==> src/rtl/ss_pkg.sv <==
package ss_pkg;
  typedef enum logic [2:0] {
    ST_IDLE  = 3'd0,
    ST_DISCH = 3'd1,
    ST_RAMP  = 3'd2,
    ST_RUN   = 3'd3,
    ST_FAULT = 3'd4
  } ss_state_e;

  // outputs may switch only in these states
  function automatic logic drives_on(ss_state_e s);
    return (s == ST_RAMP) || (s == ST_RUN);
  endfunction
endpackage

==> src/rtl/ss_hyst.sv <==
module ss_hyst #(
  parameter int W = 12,
  parameter logic [W-1:0] SET_AT = '1,
  parameter logic [W-1:0] CLR_BELOW = '0
) (
  input  logic         clk,
  input  logic         rst_n,
  input  logic [W-1:0] sample,
  output logic         flag
);
  always_ff @(posedge clk) begin
    if (!rst_n)                 flag <= 1'b0;
    else if (sample >= SET_AT)  flag <= 1'b1;
    else if (sample < CLR_BELOW) flag <= 1'b0;
  end
endmodule

==> src/rtl/ss_ramp.sv <==
module ss_ramp #(
  parameter int RW = 10,
  parameter int DW = 8,
  parameter logic [RW-1:0] CEIL = 900,
  parameter logic [RW-1:0] DIS_STEP = 64
) (
  input  logic          clk,
  input  logic          rst_n,
  input  logic          charge,
  input  logic [DW-1:0] step_div,
  output logic [RW-1:0] ramp,
  output logic          step_due
);
  logic [DW-1:0] div_cnt;

  function automatic logic tick_now(logic [DW-1:0] cnt, logic [DW-1:0] n);
    if (n <= DW'(1)) return 1'b1;
    return cnt >= n - DW'(1);
  endfunction

  function automatic logic [RW-1:0] fall(logic [RW-1:0] v);
    return (v > DIS_STEP) ? v - DIS_STEP : '0;
  endfunction

  assign step_due = charge && tick_now(div_cnt, step_div);

  always_ff @(posedge clk) begin
    if (!rst_n) begin
      div_cnt <= '0;
      ramp    <= '0;
    end else if (!charge) begin
      div_cnt <= '0;
      ramp    <= fall(ramp);
    end else if (step_due) begin
      div_cnt <= '0;
      if (ramp < CEIL) ramp <= ramp + RW'(1);
    end else begin
      div_cnt <= div_cnt + DW'(1);
    end
  end
endmodule

==> src/rtl/ss_fsm.sv <==
module ss_fsm
  import ss_pkg::*;
#(
  parameter int RW = 10,
  parameter logic [RW-1:0] RST_THR = 54,
  parameter logic [RW-1:0] CEIL = 900
) (
  input  logic          clk,
  input  logic          rst_n,
  input  logic          fault,
  input  logic          inhibit,
  input  logic [RW-1:0] ramp,
  input  logic [RW-1:0] err,
  output ss_state_e     state,
  output logic          ramp_done
);
  ss_state_e nxt;

  assign ramp_done = (ramp > err) || (ramp >= CEIL);

  always_comb begin
    nxt = state;
    case (state)
      ST_IDLE:  nxt = fault ? ST_FAULT : ST_DISCH;
      ST_DISCH: if (fault) nxt = ST_FAULT;
                else if (!inhibit && ramp < RST_THR) nxt = ST_RAMP;
      ST_RAMP:  if (fault) nxt = ST_FAULT;
                else if (inhibit) nxt = ST_DISCH;
                else if (ramp_done) nxt = ST_RUN;
      ST_RUN:   if (fault) nxt = ST_FAULT;
                else if (inhibit) nxt = ST_DISCH;
      ST_FAULT: if (!fault) nxt = ST_DISCH;
      default:  nxt = ST_IDLE;
    endcase
  end

  always_ff @(posedge clk) begin
    if (!rst_n) state <= ST_IDLE;
    else        state <= nxt;
  end
endmodule

==> src/rtl/ss_supervisor.sv <==
module ss_supervisor
  import ss_pkg::*;
#(
  parameter int VW = 12,
  parameter int FW = 10,
  parameter int TW = 8,
  parameter int RW = 10,
  parameter int DW = 8,
  parameter int UV_START = 875,
  parameter int UV_STOP = 700,
  parameter int REF_MIN = 450,
  parameter int HOT_SET = 140,
  parameter int HOT_CLEAR = 125,
  parameter int SS_CEIL = 900,
  parameter int SS_RST = 54,
  parameter int SS_INH = 50,
  parameter int ZERO_DUTY = 120,
  parameter int DIS_STEP = 64
) (
  input  logic          clk,
  input  logic          rst_n,
  input  logic [VW-1:0] vdd_code,
  input  logic [FW-1:0] vref_code,
  input  logic [TW-1:0] temp_code,
  input  logic          inhibit,
  input  logic [RW-1:0] err_code,
  input  logic [DW-1:0] step_div,
  output logic [RW-1:0] ramp_code,
  output logic [RW-1:0] ctrl_code,
  output logic          out_en,
  output logic          duty_zero,
  output logic [2:0]    state_o
);
  localparam logic [FW-1:0] REF_MIN_L = FW'(REF_MIN);
  localparam logic [RW-1:0] CEIL_L    = RW'(SS_CEIL);
  localparam logic [RW-1:0] RST_L     = RW'(SS_RST);
  localparam logic [RW-1:0] INH_L     = RW'(SS_INH);
  localparam logic [RW-1:0] ZD_L      = RW'(ZERO_DUTY);

  // named internal events, observed by the bound checker
  logic      supply_ok_w, hot_w, ref_ok_w, fault_w, active_w, step_due_w, ramp_done_w;
  ss_state_e state;

  function automatic logic [RW-1:0] lesser(logic [RW-1:0] a, logic [RW-1:0] b);
    return (a < b) ? a : b;
  endfunction

  ss_hyst #(.W(VW), .SET_AT(VW'(UV_START)), .CLR_BELOW(VW'(UV_STOP))) u_uvlo (
    .clk(clk), .rst_n(rst_n), .sample(vdd_code), .flag(supply_ok_w));

  ss_hyst #(.W(TW), .SET_AT(TW'(HOT_SET)), .CLR_BELOW(TW'(HOT_CLEAR + 1))) u_therm (
    .clk(clk), .rst_n(rst_n), .sample(temp_code), .flag(hot_w));

  assign ref_ok_w = vref_code >= REF_MIN_L;
  assign fault_w  = !supply_ok_w || !ref_ok_w || hot_w;

  ss_fsm #(.RW(RW), .RST_THR(RST_L), .CEIL(CEIL_L)) u_fsm (
    .clk(clk), .rst_n(rst_n), .fault(fault_w), .inhibit(inhibit),
    .ramp(ramp_code), .err(err_code), .state(state), .ramp_done(ramp_done_w));

  assign active_w = drives_on(state);

  ss_ramp #(.RW(RW), .DW(DW), .CEIL(CEIL_L), .DIS_STEP(RW'(DIS_STEP))) u_ramp (
    .clk(clk), .rst_n(rst_n), .charge(active_w), .step_div(step_div),
    .ramp(ramp_code), .step_due(step_due_w));

  assign ctrl_code = active_w ? lesser(err_code, ramp_code) : '0;
  assign out_en    = active_w && (ramp_code >= INH_L);
  assign duty_zero = ctrl_code < ZD_L;
  assign state_o   = state;
endmodule

==> config.mk <==
export PLATFORM = sky130hd
export DESIGN_NAME = ss_supervisor
export DESIGN_NICKNAME = d
export VERILOG_FILES = /design/src/rtl/ss_pkg.sv /design/src/rtl/ss_hyst.sv /design/src/rtl/ss_ramp.sv /design/src/rtl/ss_fsm.sv /design/src/rtl/ss_supervisor.sv
export SDC_FILE = /design/constraint.sdc
export NUM_CORES = 1
export LEC_CHECK = 0
export BUFFER_PORTS_ARGS = -buffer_cell sky130_fd_sc_hd__clkbuf_2
export CAP_MARGIN = 30
export CORE_MARGIN = 4
export CORE_UTILIZATION = 35
export DETAILED_ROUTE_END_ITERATION = 10
export HOLD_SLACK_MARGIN = 0.08
export PLACE_DENSITY = 0.65
export SLEW_MARGIN = 40
export SYNTH_ARGS = -nofsm -noshare
export SYNTH_HDL_FRONTEND = slang
export SYNTH_HIERARCHICAL = 1
export SYNTH_SLANG_ARGS = --single-unit
==> constraint.sdc <==
create_clock -name clk -period 2.5 [get_ports clk]
set_input_delay 0.125 -clock clk [delete_from_list [all_inputs] [get_ports clk]]
set_output_delay 0.125 -clock clk [all_outputs]
set_load 0.02 [all_outputs]
==> results by stage, run 1 <==
Clock network:
- The total number of H-tree levels is 1.
- Counting the buffers created by CTS gives 3.
- The CTS clock-pin slew for the worst setup and hold paths is roughly 0.09 ns.
- At the later pin of the worst-skew pair, clock insertion delay measures 0.27 ns.
- The TritonCTS clock tree is yes.
- CTS placed an instance of sky130_fd_sc_hd__clkbuf_8 at the clock tree root.
- The maximum root-to-sink buffer count is 2.
- The TritonCTS sink count is 23.

Synthesis:
- The number of warnings reported in the yosys synthesis log is 6.
- The synthesized area per cell is around 7.8 um2.
- After technology mapping, the gate count stands at 344.
- Synthesis produced a netlist with a net count of roughly 430.
- Summing every instance area after synthesis gives about 2700 um2.

Detailed routing:
- The total via count after detailed routing is 2976.
- The number of vias per cell is ~5.5.
- The first detailed-routing pass ran for 5 iterations.
- Summed over all layers, the routed wires come to approximately 8000 um.
- The DRC violations left is 0.
- In this run the remaining antenna-violating nets after routing total 0.
- In this run, the number of DRC markers left after iteration 0 of detailed routing was between 150 and 200.
- After detailed routing, the average wire length per cell comes to between 10 and 15 um.

Worst setup path:
- STA puts the critical path data required time at 2.38 ns.
- The launching element type of the critical path is a register.
- On the critical path, the stage with the largest delay is an instance of sky130_fd_sc_hd__dfxtp_1.
- The critical path endpoint category is an output pin.
- Data arrives at the worst endpoint at about 2.2 ns.
- The highest fanout seen on the critical path is 10.
- For this run, the slowest stage of the critical path takes 0.36 ns.
- The setup path with the least slack is of type reg2out.
- Walking the worst path, the cells encountered are inv_1, ha_1, nand4_2, a211oi_2, or3_4, o21ai_1, a21oi_1, clkbuf_2.

Floorplan:
- Once the floorplan was initialized, standard cells occupied a little over a third of the core.
- The die is approximately 95 um wide.
- The floorplan step defined a die boundary enclosing about 9100 um2.
- The top-level I/O count is 76.
- The core footprint is 7331 um2.
- In this run the vertical extent of the chip is 95.45 um.
- The standard-cell row count is 31.

Finish:
- The total inserted antenna cells is 0.
- The finished layout holds about 540 standard cells, fillers aside.
- With fillers left out, the area of the finished cells amounts to 3383 um2.
- The area overhead of the layout relative to synthesis is 26.41%.
- Cells with a size suffix above 1 make up between 30% and 40% of the layout.
- In the final design database the tool counted 528 nets.

Place:
- Detailed placement finished with a half-perimeter wire length of ~6300 um.
- Input and output buffers added on the ports amount to 73.
- The number of cells in the design after placement is around 530.
- Once placement finished, the instance area stood at 3301 um2.
- The final weighted congestion in routability-driven placement is between 0.8 and 0.9.

STA:
- In this run the tightest slew margin relative to its limit is about two thirds.
- After layout, the minimum clock period comes to around 2.3 ns.
- Setup repair after global routing left no endpoint under its margin.
- The final worst-path cycle share is about nine tenths.
- The number of endpoints failing setup at the final stage is 0.
- The final worst clock skew is approximately 0.0046 ns.
- The final-report max-slew violation count is 0.
- The actual slew at the worst max-slew pin is 0.4790 ns.
- The number of failing hold endpoints at the final stage is 0.
- The highest clock rate is ~440 MHz.

Power:
- Of the total power, registers draw 24.3%.
- Net switching is 44.30% of the power.
- Summed over all cells, the static leakage comes to 1.516 nW.
- The worst supply voltage drop on vdd is between 0.3 and 0.4 mV.
- The total internal power is 0.0009947 W.
- The clock network burns between 10 and 15% of the power.
- The power density over the cells is between 500 and 600 nW/um2.
- The share of total power in combinational logic is between 60 and 70%.
- The net load switching power is 0.0007911 W.

GRT:
- In the global route stage, overall resource usage came out at about 17%.
- The via count of the first global-routing pass is between 2000 and 3000.
- The leftover overflow at the end of global routing is 0.
- The largest net degree at the start of global routing is 28.
- The first global-routing pass estimated 12920 um of wire.
- The number of antenna violations at the first check in global routing is 0.

Job:
- The max capacitance violation total is 0.

Status:
- The run finished with clean final reports.

Hold path:
- The classification of the worst-slack hold path is in2reg.
## power groups by stage
| stage | clock network, W | registers, W | logic (W) |
|---|---|---|---|
| floorplan | 0 | 0.000517 | 0.000695 |
| global placement | 0 | 0.000442 | 0.00105 |
| detailed placement | 0 | 0.000442 | 0.00108 |
| CTS | 0.000252 | 0.000434 | 0.00109 |
| global route | 0.000265 | 0.000440 | 0.00123 |
| finish | 0.000239 | 0.000434 | 0.00111 |
## through the flow
step	setup slack [ns]	total power, W	hold WS (ns)	TNS [ns]	util [%]
floorplan	0.1910	0.001211	0.2410	0	-
global placement	0.01969	0.001496	0.3729	0	45.02
detailed placement	-0.07016	0.001523	0.3818	-0.2226	45.02
CTS	0.1066	0.001779	0.08802	0	45.72
global route	0.01637	0.001931	0.1002	0	46.15
finish	0.2175	0.001786	0.09247	0	46.15
## critical path: cells and delay by family (launching register included)
kind	cells	cell delay, ns
adder cells (fa/ha/maj)	1	0.32
AO/OA/AOI/OAI	3	0.52
AND/OR/NAND/NOR	2	0.44
buffers and inverters	2	0.26
flip-flops	1	0.36
## registers in the layout (all words and copies together) (netlist names)
signal          count
u_ramp/ramp        10
u_ramp/div_cnt      8
u_fsm/state         3
u_therm/flag        1
u_uvlo/flag         1
## final timing paths
path | startpoint | end | slack, ns | depth (start not counted)
setup / recovery | u_ramp/ramp[7]$_SDFFE_PN0P_ | ctrl_code[1] | 0.22 | 8
hold / removal | temp_code[7] | u_therm/flag$_SDFFE_PN0P_ | 0.09 | 3
setup reg to reg | u_ramp/ramp[7]$_SDFFE_PN0P_ | u_ramp/ramp[9]$_SDFFE_PN0P_ | 0.29 | 8
hold reg to reg | u_therm/flag$_SDFFE_PN0P_ | u_therm/flag$_SDFFE_PN0P_ | 0.51 | 2
## final cells by class
type                    instances  area [um2]
fillers                       732        3948
clock inverters                 1       5.005
clock buffers                   3       41.29
repair buffers                103       603.1
multi-input cells             273        2009
well taps                      99       123.9
inverters                      37       138.9
flip-flops and latches         23       461.7
## per-layer routing
layer	track usage, %	vias to the layer above	share of wire (%)
met5	0	-	0
met3	2.447	6	6.1
li1	-	1485	-
met4	2.962	0	1.0
met1	24.25	1394	47
met2	29.10	91	46
## layout by cell type (no fill, tap or decap), types with 11 or more instances in the layout
cell,count
sky130_fd_sc_hd__o21ai_1,11
sky130_fd_sc_hd__buf_4,29
sky130_fd_sc_hd__nand2_1,16
sky130_fd_sc_hd__nand4_1,11
sky130_fd_sc_hd__nor2_1,21
sky130_fd_sc_hd__a21oi_1,21
sky130_fd_sc_hd__clkbuf_2,73
sky130_fd_sc_hd__nand3_1,29
sky130_fd_sc_hd__dfxtp_1,22
sky130_fd_sc_hd__nor3_1,11
sky130_fd_sc_hd__inv_1,37
sky130_fd_sc_hd__ha_1,36
## timing repair
| action | in CTS | in global routing |
|---|---|---|
| setup endpoints to repair | 4 | 13 |
| hold buffers | 0 | 0 |
| cloned | 0 | 0 |
| pin swaps | 0 | 2 |
| buffers inserted | 0 | 3 |
| gates resized for setup | 1 | 3 |
(Power assumes the default switching activity.)
==> run 2, diff against run 1 <==
CORE_MARGIN = 2   (was 4)
==> results by stage, run 2 (synthesized netlist as in run 1, its figures left out) <==
Status:
- The run finished with clean final reports.

Clock network:
- TritonCTS built the clock tree.
- The root buffer selected by CTS is sky130_fd_sc_hd__clkbuf_8.
- The number of hold buffers added after CTS is 0.
- Counting the buffers created by CTS gives 3.
- The total number of H-tree levels is 1.
- The maximum root-to-sink buffer count is 2.
- The clock net in this run drives a total of 23 sinks.
- After clock tree synthesis, the clock-pin slew on the worst setup and hold paths is roughly 0.090 ns.
- The clock insertion delay at the later pin of the skew report is 0.27 ns.

STA:
- The final-report max-slew violation count is 0.
- The worst hold-check slack is around 0.089 ns.
- After routing, the total negative slack on setup checks comes to 0 ns.
- Setup violations remaining at the end of the flow were counted as 0.
- The highest clock rate is about 420 MHz.
- The final worst-path cycle share is a little over nine tenths.
- The number of failing hold endpoints at the final stage came to 0.
- The time the final worst path needs with I/O delays and setup is 2.367 ns.
- Measured against its own limit, the worst slew margin works out to 63.77%.
- The actual slew at the worst max-slew pin is around 0.54 ns.
- The final worst clock skew is 0.002256 ns.

Finish:
- After filler insertion, the fill cell instance count of the layout stands at 732.
- The post-route netlist has 29.29% of its cells at a drive strength greater than 1.
- Registers take between 400 and 500 um2.
- At the end of the flow the core is filled with cells to 45.74%.
- The leading cell type in the layout, fill and taps excluded is sky130_fd_sc_hd__clkbuf_2.
- The number of nets in the layout is approximately 530.
- The flip-flop count of the largest register after layout is 10.
- From synthesis to final layout, the design area changed by 25.29%.
- In the layout the commonest cells are sky130_fd_sc_hd__clkbuf_2, sky130_fd_sc_hd__inv_1, sky130_fd_sc_hd__ha_1.
- In the final layout, the registers with the most flip-flops are u_ramp/ramp: 10 flops, u_ramp/div_cnt: 8 flops, u_fsm/state: 3 flops.
- The largest register by flop count is u_ramp/ramp.
- 0 antenna diodes ended up in the layout.
- The combined area of the multi-input logic cells is around 2000 um2.

Worst setup path:
- The highest-delay cell along the critical path is sky130_fd_sc_hd__dfxtp_1.
- The signal arrival time at the worst endpoint is 2.24 ns.
- The kind of cell with the highest combined delay along the critical path is compound AO/OA/AOI/OAI gates.
- Of all nets on the critical path, the largest fanout is 12.
- Traced cell by cell, the critical path runs through inv_1, ha_1, a41oi_2, a211o_2, a21oi_1, a31oi_1, clkbuf_2.
- The register-to-register path setup slack is 0.42 ns.
- The type of the worst setup path is reg2out.
- The maximum single-stage delay on the critical path is ~0.55 ns.
- The worst path required time is approximately 2.4 ns.
- The startpoint of the lowest-slack register-to-register path is u_ramp/ramp[2]$_SDFFE_PN0P_.
- The number of buffers and inverters on the critical path is 2.
- The cell count of the worst reg-to-reg path is 6.
- The worst setup path is captured at an output pin.
- The launching element type of the critical path is a register.
- The worst reg2reg path endpoint is u_ramp/ramp[9]$_SDFFE_PN0P_.

Power:
- The power density over the cells is approximately 530 nW/um2.
- For this design the static power due to leakage is approximately 1.5 nW.
- The worst supply voltage drop on vdd is about 0.26 mV.

Floorplan:
- The top-level I/O count is between 70 and 80.
- The effective utilization at floorplan is approximately 37%.
- The full die area is around 8400 um2.
- The overall die height is roughly 90 um.
- The core footprint is 7331 um2.
- The standard-cell row count is 31.
- The die is approximately 91 um wide.

GRT:
- After global routing the overflow that remains totals 0.
- The number of antenna violations at the first check in global routing is 0.
- The met2 demand-to-capacity share in global routing is 27.63%.
- The via count of the first global-routing pass is around 2600.
- Across every metal layer, demand over resource in global routing totals about 17%.
- The largest net degree at the start of global routing is 28.
- The met3 track demand over resource in global routing is about 2.7%.
- Global routing used approximately 24% of the available met1 tracks.
- The most congested layer reported by global routing is met2.
- The global-route wire length before repair is between 10000 and 15000 um.

Detailed routing:
- The DRC violations left is 0.
- In the final routed layout, each cell accounts on average for 14.11 um.
- The number of DRC markers after the initial detailed-route iteration is 135.
- The number of nets with antenna violations after routing is 0.
- The number of vias per cell is roughly 5.5.
- The wire length reported by the detailed router is 7563 um.
- The routed layout has roughly 2900 vias.
- The pre-antenna-repair detailed-routing pass consisted of 4 iterations.

Place:
- Summed over all nets, the half-perimeter wirelength after detailed placement is 5981 um.
- The final weighted congestion in routability-driven placement is about 0.8.
- The count of port buffers added during placement is 73.

Hold path:
- The worst hold path cell count is 3.
- The classification of the worst-slack hold path is in2reg.
- The worst hold path terminates at u_therm/flag$_SDFFE_PN0P_.
- In this run the most critical hold path is launched from temp_code[7].

Job:
- The max capacitance violation total is 0.
-- run 2: worst reg2reg max path: stages, from the launching register on --
cell	delay (ns)
sky130_fd_sc_hd__dfxtp_1	0.55
sky130_fd_sc_hd__buf_4	0.23
sky130_fd_sc_hd__nand4_1	0.14
sky130_fd_sc_hd__nor4_1	0.41
sky130_fd_sc_hd__a221oi_1	0.15
sky130_fd_sc_hd__a31o_2	0.24
sky130_fd_sc_hd__a221oi_1	0.26
-- run 2: what timing repair did --
| item | CTS | global route |
|---|---|---|
| endpoints found under the setup margin | 0 | 16 |
| setup buffers | 0 | 2 |
| resized for setup | 0 | 2 |
-- run 2: final cells by class --
cell class | instances | share of cell area (%)
inverters | 37 | 4.142
clock buffers | 3 | 1.231
well taps | 99 | 3.694
multi-input cells | 273 | 59.74
repair buffers | 100 | 17.31
flip-flops and latches | 23 | 13.73
clock inverters | 1 | 0.1493
-- run 2: metrics by stage --
| stage | total power [W] | setup slack (ns) | cells | cell area [um2] |
|---|---|---|---|---|
| floorplan | 0.001211 | 0.1910 | 344 | 2676 |
| global placement | 0.001491 | 0.03359 | 530 | 3273 |
| detailed placement | 0.001509 | -0.05588 | 530 | 3273 |
| CTS | 0.001755 | 0.009725 | 534 | 3319 |
| global route | 0.001903 | -0.004164 | 536 | 3353 |
| finish | 0.001770 | 0.1327 | 536 | 3353 |
-- run 2: power breakdown --
part | switching [W] | total [W] | internal, W
combinational | 0.000616 | 0.00110 | 0.000482
sequential | 0.0000314 | 0.000431 | 0.000400
clock | 0.000129 | 0.000241 | 0.000112
total | 0.000777 | 0.00177 | 0.000994
-- run 2: layer usage --
metal  part of all wire, %  vias up
li1                      -     1477
met1                    46     1372
met2                    47       86
met3                   6.1        9
met4                   1.3        0
met5                     0        -
-- run 2: worst max path at each step --
stage,from,endpoint,slack (ns),cells past startpoint
after global routing,step_div[5],u_ramp/ramp[7]$_SDFFE_PN0P_,-0.004,12
after CTS,u_ramp/ramp[5]$_SDFFE_PN0P_,duty_zero,0.01,7
final,u_ramp/ramp[5]$_SDFFE_PN0P_,duty_zero,0.13,7
after floorplan,step_div[5],u_ramp/ramp[5]$_SDFFE_PN0P_,0.19,10
after global placement,step_div[5],u_ramp/ramp[8]$_SDFFE_PN0P_,0.03,12
after detailed placement,step_div[5],u_ramp/ramp[7]$_SDFFE_PN0P_,-0.06,12
